--- src/rtl/pll_regunit.sv ---
module pll_regunit #(
  parameter int MULT_W      = 7,
  parameter int DIV_W       = 5,
  parameter int DATA_W      = 16,
  parameter int LOCK_CYCLES = 64
) (
  input  logic              clk,
  input  logic              rst_n,
  input  logic              wr_en,
  input  logic [1:0]        addr,
  input  logic [DATA_W-1:0] wdata,
  output logic [DATA_W-1:0] rdata,
  output logic [MULT_W-1:0] act_mult,
  output logic [DIV_W-1:0]  act_div,
  output logic              act_en,
  output logic              act_con,
  output logic              pll_lock,
  output logic              src_sel_pll
);
  localparam int CFG_W  = MULT_W + DIV_W;
  localparam int CNT_W  = $clog2(LOCK_CYCLES + 1);
  localparam int STAT_W = CFG_W + 3;
  localparam logic [1:0] A_CTRL = 2'd0, A_CFG = 2'd1, A_STAT = 2'd2, A_FEED = 2'd3;
  localparam logic [7:0] KEY0 = 8'hAA, KEY1 = 8'h55;

  logic             pend_en, pend_con;
  logic [CFG_W-1:0] pend_cfg;
  logic [7:0]       feed_last;
  logic             armed;
  logic [CNT_W-1:0] lock_cnt;

  wire feed_wr = wr_en && addr == A_FEED;
  wire commit  = feed_wr && armed && wdata[7:0] == KEY1;

  wire [MULT_W-1:0] new_mult = pend_cfg[MULT_W-1:0];
  wire [DIV_W-1:0]  new_div  = pend_cfg[CFG_W-1:MULT_W];
  wire relock = commit && (!pend_en || !act_en ||
                           new_mult != act_mult || new_div != act_div);

  logic unused_hi;
  assign unused_hi = ^wdata[DATA_W-1:CFG_W];

  always_ff @(posedge clk or negedge rst_n) begin
    if (!rst_n) begin
      pend_en  <= 1'b0;
      pend_con <= 1'b0;
      pend_cfg <= '0;
    end else if (wr_en) begin
      if (addr == A_CTRL) begin
        pend_en  <= wdata[0];
        pend_con <= wdata[1];
      end
      if (addr == A_CFG) pend_cfg <= wdata[CFG_W-1:0];
    end
  end

  always_ff @(posedge clk or negedge rst_n) begin
    if (!rst_n) begin
      feed_last <= 8'h00;
      armed     <= 1'b0;
    end else if (wr_en) begin
      if (feed_wr) begin
        feed_last <= wdata[7:0];
        armed     <= wdata[7:0] == KEY0;
      end else begin
        armed     <= 1'b0;
      end
    end
  end

  always_ff @(posedge clk or negedge rst_n) begin
    if (!rst_n) begin
      act_en   <= 1'b0;
      act_con  <= 1'b0;
      act_mult <= '0;
      act_div  <= '0;
    end else if (commit) begin
      act_en   <= pend_en;
      act_con  <= pend_con && pend_en;
      act_mult <= new_mult;
      act_div  <= new_div;
    end
  end

  always_ff @(posedge clk or negedge rst_n) begin
    if (!rst_n) begin
      lock_cnt <= '0;
      pll_lock <= 1'b0;
    end else if (relock) begin
      lock_cnt <= '0;
      pll_lock <= 1'b0;
    end else if (act_en && !pll_lock) begin
      if (lock_cnt == CNT_W'(LOCK_CYCLES - 1)) pll_lock <= 1'b1;
      else                                     lock_cnt <= lock_cnt + 1'b1;
    end
  end

  assign src_sel_pll = act_en && act_con && pll_lock;

  wire [STAT_W-1:0] status = {pll_lock, act_con, act_en, act_div, act_mult};

  always_comb begin
    rdata = '0;
    unique case (addr)
      A_CTRL: rdata[1:0]        = {pend_con, pend_en};
      A_CFG:  rdata[CFG_W-1:0]  = pend_cfg;
      A_STAT: rdata[STAT_W-1:0] = status;
      A_FEED: rdata[7:0]        = feed_last;
    endcase
  end
endmodule

--- config.mk ---
export PLATFORM = sky130hd
export DESIGN_NAME = pll_regunit
export DESIGN_NICKNAME = d
export VERILOG_FILES = /design/src/rtl/pll_regunit.sv
export SDC_FILE = /design/constraint.sdc
export NUM_CORES = 1
export LEC_CHECK = 0
export BUFFER_PORTS_ARGS = -buffer_cell sky130_fd_sc_hd__buf_2
export CAP_MARGIN = 5
export CORE_ASPECT_RATIO = 0.7
export CORE_MARGIN = 2
export CORE_UTILIZATION = 54
export CTS_CLUSTER_DIAMETER = 80
export DETAILED_ROUTE_END_ITERATION = 8
export PLACE_DENSITY = 0.8
export SYNTH_ARGS = -nofsm -noshare
export SYNTH_HDL_FRONTEND = slang
export SYNTH_SLANG_ARGS = --single-unit
--- constraint.sdc ---
create_clock -name clk -period 2.35 [get_ports clk]
set_clock_uncertainty 0.1 [all_clocks]
set_input_delay 0.3525 -clock clk [delete_from_list [all_inputs] [get_ports clk]]
set_output_delay 0.3525 -clock clk [all_outputs]
set_load 0.05 [all_outputs]
==> results summary <==
The number of antenna-violating nets in the routed design came out at 0. The smallest hold slack came out at slightly above 0.03 ns. The first-pass GRT wire length came out at just over 8000 um. The transition time at the pin with the least slew margin came out at about 0.57 ns. The clock transition time at the flip-flop clock pins of the worst setup and hold paths is ~0.090 ns. The number of enable flip-flop cells after synthesis is 0. The total congestion overflow after global routing came out at 0. The maximum clock insertion buffer count is 2. The total die area is between 4000 and 5000 um^2.

The core footprint is about 4300 um^2. In this run the worst path has a maximum fanout of 9. For this run, design rule violations remaining after detail routing come to 0. The data required time of the worst path is between 1.5 and 2 ns. For this run, the total global-route usage over all layers was measured as ~22%. The setup slack on the worst flop-to-flop path came out at around 0.45 ns. The worst setup path category is in -> out. Summing all placed instances gives a cell area of between 2000 and 3000 um^2.

The worst setup path is captured at a primary output. The number of CTS-inserted buffers is 5. The end-of-flow core utilization is between 60% and 70%. The power per cell area came out at 668.7 nW/um^2. The final antenna diode count came out at 0. The area of all placed cells without fillers is 2793 um^2. The synthesized area divided by synthesized cell count is roughly 12 um^2. Setup repair after global routing left no endpoint under its margin. The highest ir drop seen on vdd came out at slightly below 0.4 mV. The pin count of the biggest net entering global routing is between 40 and 50. The upper clock frequency limit came out at ~460 MHz. The post-synthesis instance area is around 2300 um^2. The root buffer cell is clkbuf_8. The via count of the first global-routing pass is ~1600. The routability-driven placement congestion ratio came out at around 0.77. The area taken by multi-input logic gates came out at between 1000 and 1500 um^2.

The initial antenna violation count is 0. The count of final max-slew check failures came out at 0. The count of port buffers added during placement came out at 47.

The total wire length after detailed routing is between 4000 and 5000 um. The total of hold buffers inserted after clock tree synthesis is 0. After technology mapping, the gate count stands at about 190. The final-report setup violation count is 0. The number of I/O pins came out at 53.

The flip-flop and latch area is 1126 um^2. The area growth from synthesis to final layout is 18.91%. The leakage power came out at 1.300 nW. The layout has 334 filler cells. Synthesis inferred 45 register bits. The hold violation count in the final report came out at 0. The sum of net half-perimeters after detailed placement came out at between 3000 and 4000 um. In this run the worst hold path is classified as in -> async. The reported max-cap violation count is 0. The endpoint identified for the worst register-to-register timing path is lock_cnt[5].

The cell row count is 20. The final critical path takes up between 90% and 100% of the cycle. Cells with a size suffix above 1 make up about two fifths of the layout. The net count after synthesis is about 220. The Yosys step of the flow raised 0 warnings. The detailed router finished its first iteration with roughly 110 violations. The count of cell types in the netlist is between 40 and 50. The launch instance of the worst register-to-register path is lock_cnt[0]. The pre-antenna-repair detailed-routing pass consisted of 4 iterations. The number of cells upsized or downsized after cts came out at 0.

The die is 82.82 um wide. TritonCTS built the clock tree. The library cell used most frequently in the layout, excluding fill and tap cells, is buf_2. STA classifies the critical path startpoint as an input pin. For the finished layout, the period the worst path requires is between 2 and 2.5 ns.

From bottom edge to top edge, the die measures just under 60 um. After detailed routing, the average wire length per cell comes to 16.65 um. In the final design database the tool counted between 200 and 300 nets.

The library cells used most frequently in the layout, excluding fill and tap cells, are buf_2, dfrtp_1, mux2_2. The via count of the routed design is between 1500 and 2000. The share of synthesized flip-flops with an asynchronous set or reset came out at 100.0%. The sequential share of the synthesized area is a little under half.

Measured against its own limit, the worst slew margin works out to between 60 and 70%. The ratio of routed vias to standard cells came out at approximately 5.8. The total negative slack for setup checks is 0 ns. The dominant register cell in the synthesized netlist is dfrtp_1.

The clock insertion delay at the later pin of the skew report came out at roughly 0.30 ns. The setup fix buffers added after clock tree synthesis came out at 0. The starting utilization of the core area came out at between 50% and 60%.

The run finished with clean final reports. The deepest level of the CTS H-tree is 2. The count of cells along the worst register-to-register path came out at 5. The clock net sink count is 45. The data arrival time of the worst path is between 1.5 and 2 ns.
==> power breakdown <==
group	internal, mW	switching (mW)
registers	0.846	0.0680
logic	0.145	0.192
clock network	0.346	0.270
total	1.34	0.530
==> metrics by stage <==
| stage | power, mW | setup slack, ns | std cells |
|---|---|---|---|
| final | 1.867 | 0.1796 | 298 |
| after global routing | 1.953 | 0.006086 | 298 |
| after CTS | 1.875 | 0.1753 | 298 |
| after detailed placement | 1.266 | 0.2040 | 290 |
| after global placement | 1.256 | 0.2430 | 290 |
| after floorplan | 1.156 | 0.04957 | 188 |
==> cells by family after synthesis <==
kind of cell | Yosys count | share of synthesized area [%]
AND/OR/NAND/NOR | 40 | 10.97
XOR/XNOR | 15 | 5.594
buffers and inverters | 15 | 3.516
flip-flops | 45 | 47.95
other | 1 | 0.1597
adder cells (fa/ha/maj) | 6 | 3.197
multiplexers | 39 | 20.09
AO/OA/AOI/OAI | 27 | 8.525
==> layout make-up <==
class | count | share of cell area, %
multi-input cells | 128 | 40.82
flip-flops and latches | 45 | 40.32
repair buffers | 56 | 11.29
clock buffers | 6 | 2.957
well taps | 55 | 2.464
clock inverters | 2 | 1.344
inverters | 6 | 0.8065
==> sequential cells by signal, indices dropped and copies added, names as in the netlist, 5 cells and up <==
| name | count |
|---|---|
| act_div | 5 |
| act_mult | 7 |
| feed_last | 8 |
| lock_cnt | 7 |
| pend_cfg | 12 |
==> per-layer routing <==
layer / GRT usage, % / part of all wire (%) / routed length, um / vias to the layer above
li1: - / - / - / 789
met1: 34.18 / 51 / 2514 / 872
met2: 30.88 / 43 / 2135 / 48
met3: 4.596 / 5.2 / 257 / 7
met4: 5.621 / 1.1 / 53 / 0
met5: 0 / 0 / 0 / -
==> cell usage after synthesis (5+ instances only) <==
master | number | area (um^2)
xnor2_1 | 12 | 105.1
a21oi_1 | 7 | 35.03
a22oi_1 | 5 | 37.54
mux2_4 | 10 | 150.1
nor2_1 | 7 | 26.28
nand2_1 | 6 | 22.52
inv_1 | 6 | 22.52
dfrtp_1 | 45 | 1126
nand3_1 | 5 | 25.02
a222oi_1 | 8 | 80.08
ha_1 | 6 | 75.07
mux2_2 | 24 | 270.3
==> critical path, stage by stage <==
cell and delay (ns):
buf_2 0.11, inv_1 0.07, ha_1 0.32, buf_4 0.22, a222oi_1 0.32, nor2_1 0.09, buf_2 0.23
==> worst max path at each step <==
| stage | start | to | slack [ns] | cells past startpoint |
|---|---|---|---|---|
| 3_5_place_dp | addr[0] | rdata[2] | 0.20 | 7 |
| 6_report | addr[0] | rdata[7] | 0.18 | 7 |
| 5_1_grt | addr[0] | rdata[7] | 0.006 | 7 |
| 4_1_cts | addr[0] | rdata[7] | 0.18 | 7 |
| 2_1_floorplan | addr[0] | rdata[1] | 0.05 | 5 |
| 3_3_place_gp | addr[0] | rdata[2] | 0.24 | 7 |
No activity file was read; power rests on OpenSTA's default activity.
